File: config.mk
export PLATFORM = sky130hd
export DESIGN_NAME = pwm_timer
export DESIGN_NICKNAME = d
export VERILOG_FILES = /design/src/rtl/pwm_timer_pkg.sv /design/src/rtl/pwm_prescaler.sv /design/src/rtl/pwm_updown.sv /design/src/rtl/pwm_cmp_unit.sv /design/src/rtl/pwm_timer.sv
export SDC_FILE = /design/constraint.sdc
export NUM_CORES = 1
export LEC_CHECK = 0
export BUFFER_PORTS_ARGS = -buffer_cell sky130_fd_sc_hd__buf_2
export CORE_MARGIN = 4
export CORE_UTILIZATION = 55
export DETAILED_ROUTE_END_ITERATION = 7
export GPL_ROUTABILITY_DRIVEN = 0
export PLACE_DENSITY = 0.76
export RECOVER_POWER = 50
export SLEW_MARGIN = 20
export SYNTH_ARGS = -nofsm -noshare
export SYNTH_HDL_FRONTEND = slang
export SYNTH_SLANG_ARGS = --single-unit
File: constraint.sdc
create_clock -name clk -period 4.5 [get_ports clk]
set_input_delay 0.225 -clock clk [delete_from_list [all_inputs] [get_ports clk]]
set_output_delay 0.225 -clock clk [all_outputs]
set_load 0.03 [all_outputs]
File: src/rtl/pwm_timer_pkg.sv
package pwm_timer_pkg;

  typedef enum logic [2:0] {
    CS_STOP    = 3'd0,
    CS_DIV1    = 3'd1,
    CS_DIV8    = 3'd2,
    CS_DIV64   = 3'd3,
    CS_DIV256  = 3'd4,
    CS_DIV1024 = 3'd5,
    CS_RSV6    = 3'd6,
    CS_RSV7    = 3'd7
  } clk_sel_e;

  typedef enum logic [1:0] {
    OM_OFF    = 2'd0,
    OM_TOGGLE = 2'd1,
    OM_NONINV = 2'd2,
    OM_INV    = 2'd3
  } out_mode_e;

  typedef struct packed {
    logic load_at_bottom;
    logic top_from_cmp;
  } wave_mode_t;

endpackage

File: src/rtl/pwm_prescaler.sv
module pwm_prescaler
  import pwm_timer_pkg::*;
#(
  parameter int SH_B = 3,
  parameter int SH_C = 6,
  parameter int SH_D = 8,
  parameter int SH_E = 10
) (
  input  logic     clk,
  input  logic     rst,
  input  clk_sel_e sel,
  output logic     tick
);

  localparam int PRE_W = SH_E;

  logic [PRE_W-1:0] pre_q;
  logic [PRE_W-1:0] lim;
  logic             run;

  always_comb begin
    run = 1'b1;
    lim = '0;
    case (sel)
      CS_DIV1:    lim = '0;
      CS_DIV8:    lim = PRE_W'((1 << SH_B) - 1);
      CS_DIV64:   lim = PRE_W'((1 << SH_C) - 1);
      CS_DIV256:  lim = PRE_W'((1 << SH_D) - 1);
      CS_DIV1024: lim = PRE_W'((1 << SH_E) - 1);
      default:    run = 1'b0;
    endcase
  end

  assign tick = run && (pre_q >= lim);

  always_ff @(posedge clk) begin
    if (rst || !run) begin
      pre_q <= '0;
    end else if (pre_q >= lim) begin
      pre_q <= '0;
    end else begin
      pre_q <= pre_q + 1'b1;
    end
  end

  p_stop_no_tick_r2: assert property (@(posedge clk) disable iff (rst)
    (sel == CS_STOP || sel == CS_RSV6 || sel == CS_RSV7) |-> !tick);

  p_div1_every_r1: assert property (@(posedge clk) disable iff (rst)
    (sel == CS_DIV1) |-> tick);

endmodule

File: src/rtl/pwm_updown.sv
module pwm_updown #(
  parameter int CNT_W = 8
) (
  input  logic             clk,
  input  logic             rst,
  input  logic             tick,
  input  logic [CNT_W-1:0] top_i,
  output logic [CNT_W-1:0] cnt_o,
  output logic             up_o,
  output logic             at_top_o,
  output logic             at_bot_o
);

  logic [CNT_W-1:0] cnt_q, cnt_d;
  logic             up_q, up_d;

  assign at_top_o = (cnt_q >= top_i);
  assign at_bot_o = (cnt_q == '0);
  assign cnt_o    = cnt_q;
  assign up_o     = up_q;

  always_comb begin
    cnt_d = cnt_q;
    up_d  = up_q;
    if (tick) begin
      if (up_q) begin
        if (at_top_o) begin
          up_d = 1'b0;
          if (cnt_q != '0) cnt_d = cnt_q - 1'b1;
        end else begin
          cnt_d = cnt_q + 1'b1;
        end
      end else begin
        if (at_bot_o) begin
          up_d = 1'b1;
          if (top_i != '0) cnt_d = CNT_W'(1);
        end else begin
          cnt_d = cnt_q - 1'b1;
        end
      end
    end
  end

  always_ff @(posedge clk) begin
    if (rst) begin
      cnt_q <= '0;
      up_q  <= 1'b1;
    end else begin
      cnt_q <= cnt_d;
      up_q  <= up_d;
    end
  end

  p_hold_no_tick_r2: assert property (@(posedge clk) disable iff (rst)
    !tick |=> $stable(cnt_q));

  p_unit_step_r3: assert property (@(posedge clk) disable iff (rst)
    (tick && top_i != '0 && cnt_q <= top_i && $stable(top_i))
      |=> ((cnt_q - $past(cnt_q)) == CNT_W'(1) || (cnt_q - $past(cnt_q)) == '1));

  p_turn_at_top_r3: assert property (@(posedge clk) disable iff (rst)
    (tick && up_q && top_i != '0 && cnt_q == top_i) |=> !up_q);

endmodule

File: src/rtl/pwm_cmp_unit.sv
module pwm_cmp_unit
  import pwm_timer_pkg::*;
#(
  parameter int CNT_W = 8
) (
  input  logic             clk,
  input  logic             rst,
  input  logic             tick,
  input  logic [CNT_W-1:0] cnt_i,
  input  logic             up_i,
  input  logic             at_top_i,
  input  logic             at_bot_i,
  input  logic [CNT_W-1:0] top_i,
  input  wave_mode_t       mode_i,
  input  out_mode_e        om_i,
  input  logic             cmp_we,
  input  logic [CNT_W-1:0] cmp_wdata,
  input  logic             flag_clr,
  output logic [CNT_W-1:0] cmp_act_o,
  output logic             pin_o,
  output logic             flag_o
);

  logic [CNT_W-1:0] buf_q, act_q;
  logic             wave_q, wave_d;
  logic             pin_q, pin_d;
  logic             flag_q;
  logic             load_en, match;

  assign load_en   = tick && (mode_i.load_at_bottom ? at_bot_i : at_top_i);
  assign match     = tick && (cnt_i == act_q);
  assign cmp_act_o = act_q;
  assign pin_o     = pin_q;
  assign flag_o    = flag_q;

  always_ff @(posedge clk) begin
    if (rst) begin
      buf_q <= '0;
      act_q <= '0;
    end else begin
      if (cmp_we)  buf_q <= cmp_wdata;
      if (load_en) act_q <= buf_q;
    end
  end

  always_comb begin
    wave_d = wave_q;
    if (tick) begin
      case (om_i)
        OM_TOGGLE: begin
          if (mode_i.top_from_cmp && match) wave_d = ~wave_q;
        end
        OM_NONINV, OM_INV: begin
          if (act_q == '0)         wave_d = 1'b0;
          else if (act_q >= top_i) wave_d = 1'b1;
          else if (match)          wave_d = ~up_i;
        end
        default: wave_d = wave_q;
      endcase
    end
  end

  always_comb begin
    case (om_i)
      OM_TOGGLE: pin_d = mode_i.top_from_cmp ? wave_d : 1'b0;
      OM_NONINV: pin_d = wave_d;
      OM_INV:    pin_d = ~wave_d;
      default:   pin_d = 1'b0;
    endcase
  end

  always_ff @(posedge clk) begin
    if (rst) begin
      wave_q <= 1'b0;
      pin_q  <= 1'b0;
      flag_q <= 1'b0;
    end else begin
      wave_q <= wave_d;
      pin_q  <= pin_d;
      if (match)         flag_q <= 1'b1;
      else if (flag_clr) flag_q <= 1'b0;
    end
  end

  p_act_only_at_load_r8: assert property (@(posedge clk) disable iff (rst)
    !load_en |=> $stable(act_q));

  p_flag_sticky_r11: assert property (@(posedge clk) disable iff (rst)
    (flag_q && !flag_clr) |=> flag_q);

  p_flag_set_wins_r11: assert property (@(posedge clk) disable iff (rst)
    (tick && cnt_i == act_q) |=> flag_q);

  p_zero_cmp_low_r5: assert property (@(posedge clk) disable iff (rst)
    (tick && om_i == OM_NONINV && act_q == '0) |=> !pin_q);

  p_off_low_r6: assert property (@(posedge clk) disable iff (rst)
    (om_i == OM_OFF) |=> !pin_q);

endmodule

File: src/rtl/pwm_timer.sv
module pwm_timer
  import pwm_timer_pkg::*;
#(
  parameter int CNT_W = 8,
  parameter int SH_B  = 3,
  parameter int SH_C  = 6,
  parameter int SH_D  = 8,
  parameter int SH_E  = 10
) (
  input  logic             clk,
  input  logic             rst,
  input  logic [2:0]       clk_sel,
  input  logic [1:0]       wave_mode,
  input  logic [1:0]       out_mode,
  input  logic             cmp_we,
  input  logic [CNT_W-1:0] cmp_wdata,
  input  logic             top_we,
  input  logic [CNT_W-1:0] top_wdata,
  input  logic             flag_clr,
  output logic [CNT_W-1:0] count,
  output logic             wave_out,
  output logic             match_flag
);

  wave_mode_t       mode;
  logic             tick;
  logic [CNT_W-1:0] top_q, top_eff, cmp_act;
  logic             up, at_top, at_bot;

  assign mode    = wave_mode_t'(wave_mode);
  assign top_eff = mode.top_from_cmp ? cmp_act : top_q;

  always_ff @(posedge clk) begin
    if (rst)         top_q <= '1;
    else if (top_we) top_q <= top_wdata;
  end

  pwm_prescaler #(
    .SH_B(SH_B), .SH_C(SH_C), .SH_D(SH_D), .SH_E(SH_E)
  ) u_pre (
    .clk  (clk),
    .rst  (rst),
    .sel  (clk_sel_e'(clk_sel)),
    .tick (tick)
  );

  pwm_updown #(.CNT_W(CNT_W)) u_cnt (
    .clk      (clk),
    .rst      (rst),
    .tick     (tick),
    .top_i    (top_eff),
    .cnt_o    (count),
    .up_o     (up),
    .at_top_o (at_top),
    .at_bot_o (at_bot)
  );

  pwm_cmp_unit #(.CNT_W(CNT_W)) u_cmp (
    .clk       (clk),
    .rst       (rst),
    .tick      (tick),
    .cnt_i     (count),
    .up_i      (up),
    .at_top_i  (at_top),
    .at_bot_i  (at_bot),
    .top_i     (top_eff),
    .mode_i    (mode),
    .om_i      (out_mode_e'(out_mode)),
    .cmp_we    (cmp_we),
    .cmp_wdata (cmp_wdata),
    .flag_clr  (flag_clr),
    .cmp_act_o (cmp_act),
    .pin_o     (wave_out),
    .flag_o    (match_flag)
  );

  p_top_write_r12: assert property (@(posedge clk) disable iff (rst)
    !top_we |=> $stable(top_q));

endmodule

# Yosys cells after proc, flatten, opt, wreduce, memory -nomap -nowiden
# Cells that the tools add are included.
[totals]
out_inout_bits = 10
reg_bits = 46
wordCells = 66
[classes]
reduce_logical = 15
muxes = 22
eq_ne = 11
n_addsub = 3
magnitude_cmp = 3
bitwise = 3
[ops]
columns = ["cell", "n"]
rows = [
  ["$mux W8", 6],
  ["$pmux W10 S4", 1],
  ["$ge A8 B8 Y1", 2],
  ["$logic_not A8 Y1", 2],
  ["$reduce_bool A8 Y1", 2],
  ["$mux W1", 13],
  ["$add A10 B1 Y10 const B", 1],
  ["$ge A10 B10 Y1", 1],
  ["$add A8 B1 Y8 const B", 1],
  ["$eq A8 B8 Y1", 1],
  ["$sub A8 B1 Y8 const B", 1],
  ["$eq A3 B2 Y1 const B", 2],
  ["$eq A3 B3 Y1 const B", 2],
  ["$ne A3 B3 Y1 const B", 2],
  ["$reduce_or A5 Y1", 1],
  ["$eq A2 B2 Y1 const B", 2],
  ["$logic_and A1 B1 Y1", 4],
  ["$reduce_or A2 Y1", 2],
  ["$eq A3 B1 Y1 const B", 1],
  ["$not A1 Y1", 3],
  ["$pmux W1 S3", 1],
  ["$reduce_and A3 Y1", 1],
  ["$eq A2 B1 Y1 const B", 1],
  ["$pmux W1 S2", 1],
  ["3 further kinds", 3],
]

# Depth between registers and ports, before layout
# Gate-level depths: netlist of the first run.
[depth]
word_depth = 12
ltp_mapped = 11
ltp_nobuf = 10

# Cells and area by module
# A second synthesis of the first run with hierarchy kept.
[unflattened]
hier_cells = 358
hier_area_um2 = 3324.4
[modules_own_cells]
columns = ["module", "area_per_inst_um2", "instances", "seq_area_each_um2", "cells_per_inst"]
rows = [
  ["pwm_cmp_unit", 1123.6, 1, 380.4, 122],
  ["pwm_updown", 1034.7, 1, 180.2, 122],
  ["pwm_prescaler", 768.2, 1, 200.2, 79],
  ["pwm_timer", 397.9, 1, 160.2, 35],
]

# Worst setup path after synthesis of the first run
# No wires, ideal clock.
[synth_path]
path_kind = "input to register"
start = "input port wave_mode[0]"
end = "register u_cnt.cnt_q[7] (netlist: u_cnt.cnt_o[7])"
path_slack_ns = 1.661
path_buffers = 2
cell_stages = 11
setup_ns = 0.074
t_arrival_ns = 2.765
cell_sequence = "buf_1 -> mux2i_1 -> ha_1 -> a21oi_1 -> nand2_1 -> a311oi_1 -> o21a_1 -> clkbuf_1 -> nand4_1 -> a2111o_1 -> o21ai_0"
[synth_via]
elab_chain_len = 4
[synth_rtl]
columns = ["element", "line_no", "source"]
rows = [
  ["from (decl)", "pwm_timer.sv:13", "input logic [1:0] wave_mode,"],
  ["$mux W8 (*)", "pwm_timer.sv:31", "assign top_eff = mode.top_from_cmp ? cmp_act : top_q;"],
  ["$ge A8 B8 Y1 or $reduce_bool A8 Y1 (tied branches)", "pwm_updown.sv:17, pwm_updown.sv:36", ""],
  ["$ne A3 B3 Y1 (no line) or $mux W8 (tied branches)", "-", ""],
  ["$reduce_and A3 Y1 (no line) or $mux W8 (tied branches)", "-", ""],
  ["to (signal assigned)", "pwm_updown.sv:49", "cnt_q <= cnt_d;"],
  ["to (decl)", "pwm_updown.sv:14", "logic [CNT_W-1:0] cnt_q, cnt_d;"],
]
# Every way passes the cells marked *; elsewhere a longest branch is shown, timed or not.
# A chain may end at the register's enable or synchronous reset.

# Final worst setup path of the first run
[layout_path]
start = "register u_pre.pre_q[0]"
end = "register u_cmp.pin_q (netlist: u_cmp.pin_o)"
[layout_via]
elab_chain_len = 10
[layout_rtl]
columns = ["element", "line_no", "source"]
rows = [
  ["from (decl)", "pwm_prescaler.sv:17", "logic [PRE_W-1:0] pre_q;"],
  ["from (signal assigned)", "pwm_prescaler.sv:42", "pre_q <= pre_q + 1'b1;"],
  ["$ge A10 B10 Y1 (*)", "pwm_prescaler.sv:34", "assign tick = run && (pre_q >= lim);"],
  ["$logic_and A1 B1 Y1 (*)", "pwm_prescaler.sv:34", ""],
  ["$logic_and A1 B1 Y1", "pwm_cmp_unit.sv:31", "assign match = tick && (cnt_i == act_q);"],
  ["$mux W1", "pwm_cmp_unit.sv:56", "else if (match) wave_d = ~up_i;"],
  ["$mux W1", "pwm_cmp_unit.sv:55", "else if (act_q >= top_i) wave_d = 1'b1;"],
  ["$mux W1", "pwm_cmp_unit.sv:54", "if (act_q == '0) wave_d = 1'b0;"],
  ["$pmux W1 S2", "pwm_cmp_unit.sv:49", "case (om_i)"],
  ["$mux W1 (*)", "pwm_cmp_unit.sv:48", "if (tick) begin"],
  ["$mux W1 or $not A1 Y1 (tied branches)", "pwm_cmp_unit.sv:65, pwm_cmp_unit.sv:67", ""],
  ["$pmux W1 S3 (*)", "pwm_cmp_unit.sv:64", "case (om_i)"],
  ["to (signal assigned)", "pwm_cmp_unit.sv:79", "pin_q <= pin_d;"],
  ["to (decl)", "pwm_cmp_unit.sv:26", "logic pin_q, pin_d;"],
]
# Marked as above.

==> flow_summary.yaml, run 1 <==
clock_network:
  path_clk_slew_ns: 0.08
  cts_resized: 0
  clock-sinks: 46
  insertion_delay_ns: 0.30
  post-cts-setup-buffer-count: 0
  cts_buffers: 5
  cts-hold-fix-buffers: 0
  cts_tree: "done"
  ctsHtreeMaxLevel: 2
  clockBufferDepth: 2
  cts_root_buf: "clkbuf_8"
yosys:
  netlist_top_cells_area: "dfxtp_1 31%, ha_1 13%, mux2i_1 8.4%, nor2_1 5.7%, xnor2_1 3.2%"
  syn_area_per_cell_um2: 8.77
  synth_most_common_cell: "dfxtp_1"
  netlist_area_um2: 2970
  syn_inst: 339
  yosysSeqAreaShare_pct: 31.0
  ys.flop_type: "dfxtp_1"
  synth_top_cell_by_area: "dfxtp_1"
  async_reset_ff_share_pct: 0
  synth_edf_count: 0
  netlist.area_leader.share_pct: 31.0
  synth.ff_latch_count: 46
  ys_warn_count: 0
  yosysUniqueCellTypes: 49
  syn_nets: 397
  synthTopCellsByCount: "46 x dfxtp_1, 45 x nor2_1, 30 x ha_1"
floorplanning:
  dieArea_um2: 6640
  fp.dieH_um: 81.5
  coreArea_um2: 5170
  initial_core_util_pct: 57.5
  dieWidth_um: 81.5
  ios: 38
  rows: 26
route:
  drt.antenna.violating_nets: 0
  drcViolationCount: 0
  drtPass1Iterations: 4
  vias_per_cell: 5.78
  drt_iter0_markers: 180
  vias: 2559
  avgRoutedWirePerCell_um: 14.7
  wl_met1_um: 2990
  top_layer: "met4"
  met2RoutedLength_um: 3040
  routed_wl_um: 6490
  wl_met3_um: 384
outcome:
  violations: "capacitance limit, slew limit"
  status: "finished with violations"
pwr:
  p_seq_share_pct: 48.9
  vdd_ir_drop_max_uv: 197
  finalPower_mw: 0.890
  intPower_mw: 0.650
  pwr-share-comb_pct: 16.8
  power.switching_mw: 0.240
  p_sw_share_pct: 27.0
  p_leak_nw: 1.42
  powerDensity_nw_per_um2: 270
  p_clk_share_pct: 34.4
worst_setup_path:
  worstPathMaxFanout: 6
  endpoint_kind: "flop"
  crit_slowest_cell: "o41ai_1"
  path_delay_family: "compound AO/OA/AOI/OAI gates"
  required_ns: 4.74
  ff2ff_setup_slack_ns: 1.42
  path_buf_inv: 1
  reg2reg_to: "u_cmp.pin_o"
  crit_chain: "inv_1 > ha_1 > nand2b_1 > a211oi_1 > nor3_1 > o41ai_1 > a21oi_1 > a2111oi_0 > nand4b_1"
  startpoint_type: "flop"
  crit-reg2reg-launch: "u_pre.pre_q[0]"
  crit_arrival_ns: 3.32
  r2r_cells: 9
  crit_type: "flop to flop"
  slowest_delay_ns: 0.97
global_routing:
  track_usage_pct: 21.1
  grt.overflow.total: 0
  grt_max_degree: 44
  grt_pass1_vias: 2418
  grt_pass1_wl_um: 11100
  grt_antenna_before_repair: 0
final_layout:
  n_antenna_cell: 0
  nets: 430
  postLayoutCoreUtil_pct: 63.6
  finalNonFillerCells: 443
  drive_above_1_share_pct: 11.8
  area_delta_synth_final_pct: 10.7
worst_hold_path:
  hp-start: "top_wdata[4]"
  hold_class: "input pin to flop"
  worstHoldPathCells: 2
  holdPathEnd: "top_q[4]"
timing:
  rsz0062_at_grt: "no"
  tightest_slew_ns: 1.84
  hold_viol: 0
  fin_crit_sh_pct: 68.5
  finalSetupViolCount: 0
  skew_ns: 0.00985
  timing.hold.ws_ns: 0.128
  slew_viol_final: 44
  fin_crit_ns: 3.08
  setup_tns_ns: 0
  slew_headroom_pct: -22.6
  fmax_mhz: 324
placed_design:
  numPortBuffers: 37
  dp_hpwl_um: 4760
  dp.cells: 435
flow_run:
  maxCapViolCount: 1
## worst max-delay path by stage
stage                     depth (start not counted)           start             end
after detailed placement                         11      clk_sel[1]     u_cmp.pin_o
final                                             9  u_pre.pre_q[0]     u_cmp.pin_o
after floorplan                                  11    wave_mode[0]  u_cnt.cnt_o[7]
after CTS                                         9  u_pre.pre_q[0]     u_cmp.pin_o
after global placement                           11      clk_sel[1]     u_cmp.pin_o
after global routing                              9  u_pre.pre_q[0]     u_cmp.pin_o
## final cells by class
cell class,instances,area [um^2]
well taps,70,87.6
clock buffers,5,68.8
multi-input cells,273,1970
inverters,9,33.8
repair buffers,37,171
flip-flops and latches,46,921
fillers,440,1880
clock inverters,3,40.0
## power by group through the flow
stage	Clock (mW)	Sequential, mW	Combinational [mW]
finish	0.306	0.435	0.149
global route	0.331	0.437	0.169
CTS	0.316	0.435	0.149
detailed placement	0	0.444	0.147
global placement	0	0.444	0.145
floorplan	0	0.442	0.109
## cell usage in the layout (no fill, tap or decap), types with 2 or more instances in the layout
master and n:
nor2_1 45, xor2_1 6, clkbuf_1 11, o21a_1 5, a211o_1 10, a31oi_1 6
a211oi_1 5, and2_1 2, nand3b_1 4, o21ai_1 2, nor3b_1 3, clkbuf_8 5
nand4_1 6, nor4_1 4, ha_1 30, o21ai_0 10, a21oi_1 14, a21o_1 2
a211oi_2 2, xnor2_1 11, nand3_1 18, clkinv_2 2, mux2_2 2, nor2b_1 11
nand2_1 15, nor3_1 8, inv_1 9, buf_2 26, dfxtp_1 46, and3_1 4
mux2i_1 25, nand2b_1 6
## worst register-to-register path, stage by stage, from the launching register on
cell and delay (ns):
dfxtp_1 0.40, inv_1 0.06, ha_1 0.28, nand2b_1 0.14, a211oi_1 0.26, nor3_1 0.11
o41ai_1 0.97, a21oi_1 0.20, a2111oi_0 0.44, nand4b_1 0.17
## flip-flops by register name, summed over array words and instances, names as in the netlist
signal	flops
u_cnt.cnt_o	8
u_cmp.buf_q	8
u_cmp.wave_q	1
u_cmp.cmp_act_o	8
top_q	8
u_cmp.pin_o	1
u_pre.pre_q	10
u_cnt.up_o	1
u_cmp.flag_o	1
## metal layers
layer / up-vias / track usage, %
met1: 1176 / 27.3
met3: 7 / 4.17
met5: - / 0
met4: 0 / 6.76
met2: 75 / 35.2
li1: 1301 / -
## metrics by stage
step	cell area, um^2	setup WS (ns)
final	3290	1.42
after global routing	3290	1.11
after CTS	3300	1.47
after detailed placement	3190	1.34
after global placement	3190	1.53
after floorplan	2970	1.66
## cell families after synthesis
kind of cell | after synthesis | share of synthesized area, %
adder cells (fa/ha/maj) | 30 | 12.6
buffers and inverters | 20 | 2.82
XOR/XNOR | 17 | 5.01
AO/OA/AOI/OAI | 68 | 16.9
AND/OR/NAND/NOR | 131 | 22.5
multiplexers | 27 | 9.18
flip-flops | 46 | 31.0
No activity file was read; power rests on OpenSTA's default activity.
==> run 2: changes to the inputs <==
--- a/config.mk
+++ b/config.mk
@@ -5,12 +5,13 @@
 export SDC_FILE = /design/constraint.sdc
 export NUM_CORES = 1
 export LEC_CHECK = 0
+export ABC_AREA = 1
 export BUFFER_PORTS_ARGS = -buffer_cell sky130_fd_sc_hd__buf_2
 export CORE_MARGIN = 4
-export CORE_UTILIZATION = 55
+export CORE_UTILIZATION = 53
 export DETAILED_ROUTE_END_ITERATION = 7
 export GPL_ROUTABILITY_DRIVEN = 0
-export PLACE_DENSITY = 0.76
+export PLACE_DENSITY = 0.77
 export RECOVER_POWER = 50
 export SLEW_MARGIN = 20
 export SYNTH_ARGS = -nofsm -noshare
==> constraint.sdc (replaced) <==
create_clock -name clk -period 2.5 [get_ports clk]
set_input_delay 0.125 -clock clk [delete_from_list [all_inputs] [get_ports clk]]
set_output_delay 0.125 -clock clk [all_outputs]
set_load 0.03 [all_outputs]
==> run 2 against run 1 <==
  * The run now ends clean
  * Synthesized area grew 3.0%
  * Count of clock-buffer cells in the layout up 1
  * Setup slack worse by 1.3 ns
  * Total power increased by 87%
  * Die area grew 6.2%
  * Clock skew down 0.0026 ns
  * Sequential share of layout area decreased by 1.6 points
  * Design area increased by 6.7%
  * Critical path type unchanged
  * Critical endpoint is now u_cnt.cnt_o[6]
  * Highest routed layer unchanged
==> flow_summary.yaml, run 2 <==
final_layout:
  final_cell_mix: "106 x nand2_1, 51 x nor2_1, 41 x inv_1, 41 x dfxtp_1, 40 x a21oi_1"
  layout_commonest_cell: "nand2_1"
  nets: 556
  largest_register: "u_pre.pre_q"
  drive_above_1_share_pct: 16.8
  n_antenna_cell: 0
  largest_reg_flops: 10
  area_delta_synth_final_pct: 14.7
yosys:
  yosysUniqueCellTypes: 36
  synthAdderAreaFrac_pct: 12.3
  syn_inst: 446
  synth_most_common_cell: "nand2_1"
  synth_top_family_by_area: "simple AND/OR/NAND/NOR gates"
  yosysSeqAreaShare_pct: 30.1
  yosys.area_share.xor_xnor_pct: 4.00
  netlist_top_cells_area: "dfxtp_1 30%, nand2_1 13%, ha_1 12%, a21oi_1 6.7%, nor2_1 6.4%"
  syn_area_per_cell_um2: 6.86
  synthTopCellsByCount: "106 x nand2_1, 52 x nor2_1, 46 x dfxtp_1"
  yosys.area_share.simple_pct: 29.8
  synth_mux_area_share_pct: 0
  ys_warn_count: 0
  synth_compound_area_share_pct: 15.2
  syn_nets: 504
  ys.flop_type: "dfxtp_1"
  synth_top_cell_by_area: "dfxtp_1"
  synth.ff_latch_count: 46
  netlist.area_leader.share_pct: 30.1
  synth_edf_count: 0
  async_reset_ff_share_pct: 0
  netlist_area_um2: 3060
worst_hold_path:
  hp-start: "top_wdata[3]"
  worstHoldPathCells: 3
  holdPathEnd: "top_q[3]"
  hold_class: "input pin to flop"
route:
  drtPass1Iterations: 5
  drt.antenna.violating_nets: 0
  vias_per_cell: 5.28
  drcViolationCount: 0
  drt_iter0_markers: 201
  routed_wl_um: 7400
  vias: 3013
  avgRoutedWirePerCell_um: 13.0
placed_design:
  numPortBuffers: 37
  dp_hpwl_um: 5770
timing:
  hold_viol: 0
  skew_ns: 0.00725
  slew_headroom_pct: 18.2
  fin_crit_ns: 2.41
  fin_crit_sh_pct: 96.6
  setup_tns_ns: 0
  rsz0062_at_grt: "no"
  timing.hold.ws_ns: 0.0245
  fmax_mhz: 414
  slew_viol_final: 0
  tightest_slew_ns: 1.23
  finalSetupViolCount: 0
pwr:
  intPower_mw: 1.18
  vdd_ir_drop_max_uv: 260
  pwr-share-comb_pct: 19.9
  p_sw_share_pct: 29.1
  p_leak_nw: 1.76
  power.switching_mw: 0.485
  p_seq_share_pct: 46.9
  powerDensity_nw_per_um2: 475
  p_clk_share_pct: 33.3
global_routing:
  grt_antenna_before_repair: 0
  grt_pass1_vias: 2708
  grt.overflow.total: 0
  grt_max_degree: 32
  grt_pass1_wl_um: 12300
  track_usage_pct: 21.1
clock_network:
  cts-hold-fix-buffers: 0
  post-cts-setup-buffer-count: 0
  cts_buffers: 5
  cts_root_buf: "clkbuf_8"
  path_clk_slew_ns: 0.09
  ctsHtreeMaxLevel: 2
  cts_tree: "done"
  clockBufferDepth: 2
  clock-sinks: 46
  insertion_delay_ns: 0.30
flow_run:
  maxCapViolCount: 0
floorplanning:
  rows: 27
  dieArea_um2: 7060
  initial_core_util_pct: 55.3
  fp.dieH_um: 84.0
  ios: 38
  dieWidth_um: 84.0
  coreArea_um2: 5540
outcome:
  status: "completed"
worst_setup_path:
  startpoint_type: "flop"
  ff2ff_setup_slack_ns: 0.09
  worstPathMaxFanout: 8
  required_ns: 2.69
  reg2reg_to: "u_cnt.cnt_o[6]"
  crit-reg2reg-launch: "u_cmp.cmp_act_o[4]"
  endpoint_kind: "flop"
  crit_arrival_ns: 2.61
  r2r_cells: 14
  crit_type: "flop to flop"
run 2: cell types whose count changed after synthesis, sizes merged, moves of 10 or more:
cell | previous run | this run
mux2i | 25 | 0
o21ai | 13 | 35
a211o | 10 | 0
inv | 9 | 49
nor2 | 45 | 56
nor2b | 11 | 0
nand2 | 15 | 114
xnor2 | 11 | 0
a21oi | 14 | 41
run 2: logic make-up after synthesis:
group,Yosys count
adder cells (fa/ha/maj),30
XOR/XNOR,14
flip-flops,46
AND/OR/NAND/NOR,210
buffers and inverters,61
AO/OA/AOI/OAI,85
run 2: power by group through the flow:
| stage | clock network [mW] | logic, mW | registers [mW] |
|---|---|---|---|
| 2_1_floorplan | 0 | 0.220 | 0.804 |
| 3_3_place_gp | 0 | 0.313 | 0.798 |
| 3_5_place_dp | 0 | 0.322 | 0.798 |
| 4_1_cts | 0.565 | 0.325 | 0.781 |
| 5_1_grt | 0.603 | 0.377 | 0.786 |
| 6_report | 0.555 | 0.331 | 0.782 |
run 2: worst max-delay path by stage:
stage | startpoint | endpoint | slack [ns] | cells after the start
floorplan | u_cnt.cnt_o[3] | u_cnt.cnt_o[7] | 0.40 | 10
global placement | wave_mode[0] | u_cnt.cnt_o[7] | 0.1 | 13
detailed placement | wave_mode[0] | u_cnt.cnt_o[7] | 0.006 | 13
CTS | u_cmp.cmp_act_o[1] | u_cmp.cmp_act_o[1] | 0.03 | 11
global route | u_cmp.cmp_act_o[3] | u_cmp.pin_o | 0.003 | 16
finish | u_cmp.cmp_act_o[4] | u_cnt.cnt_o[6] | 0.09 | 14
run 2: final cells by class:
| type | count | area, um^2 |
|---|---|---|
| inverter | 51 | 193 |
| clock inverter | 2 | 37.5 |
| fill | 530 | 2030 |
| timing repair buffer | 54 | 295 |
| sequential | 46 | 927 |
| tap | 72 | 90.1 |
| clock buffer | 6 | 72.6 |
| multi-input combinational | 340 | 1900 |
run 2: metrics by stage:
stage	util (%)	area [um^2]	worst slack, ns	instances	power (mW)
floorplan	-	3060	0.402	446	1.02
global placement	61.2	3390	0.0998	562	1.11
detailed placement	61.2	3390	0.00553	562	1.12
CTS	63.2	3500	0.0263	570	1.67
global route	63.4	3510	0.00285	571	1.77
finish	63.4	3510	0.0852	571	1.67
run 2: what timing repair did:
item / CTS / global route
endpoints found under the setup margin: 1 / 18
cloned: 0 / 1
resized for setup: 1 / 11
pin swaps: 0 / 1
run 2: worst max-delay path, cell delays in order, from the launching register on:
cell	delay [ns]
dfxtp_1	0.40
inv_1	0.12
nand2_1	0.08
o21ai_0	0.11
ha_1	0.30
nand2_1	0.05
nor2_1	0.16
nand4_1	0.14
nand3_1	0.16
buf_4	0.15
nor2_4	0.05
o21ai_2	0.37
nand2_1	0.09
nand2_1	0.07
a21oi_1	0.05
run 2: routing by layer:
metal  GRT usage (%)  vias up  part of all wire [%]
met5               0        -                     0
met4            7.89        0                   2.2
met3            2.76       15                   5.3
met2            33.5      103                    45
met1            29.1     1327                    47
li1                -     1568                     -
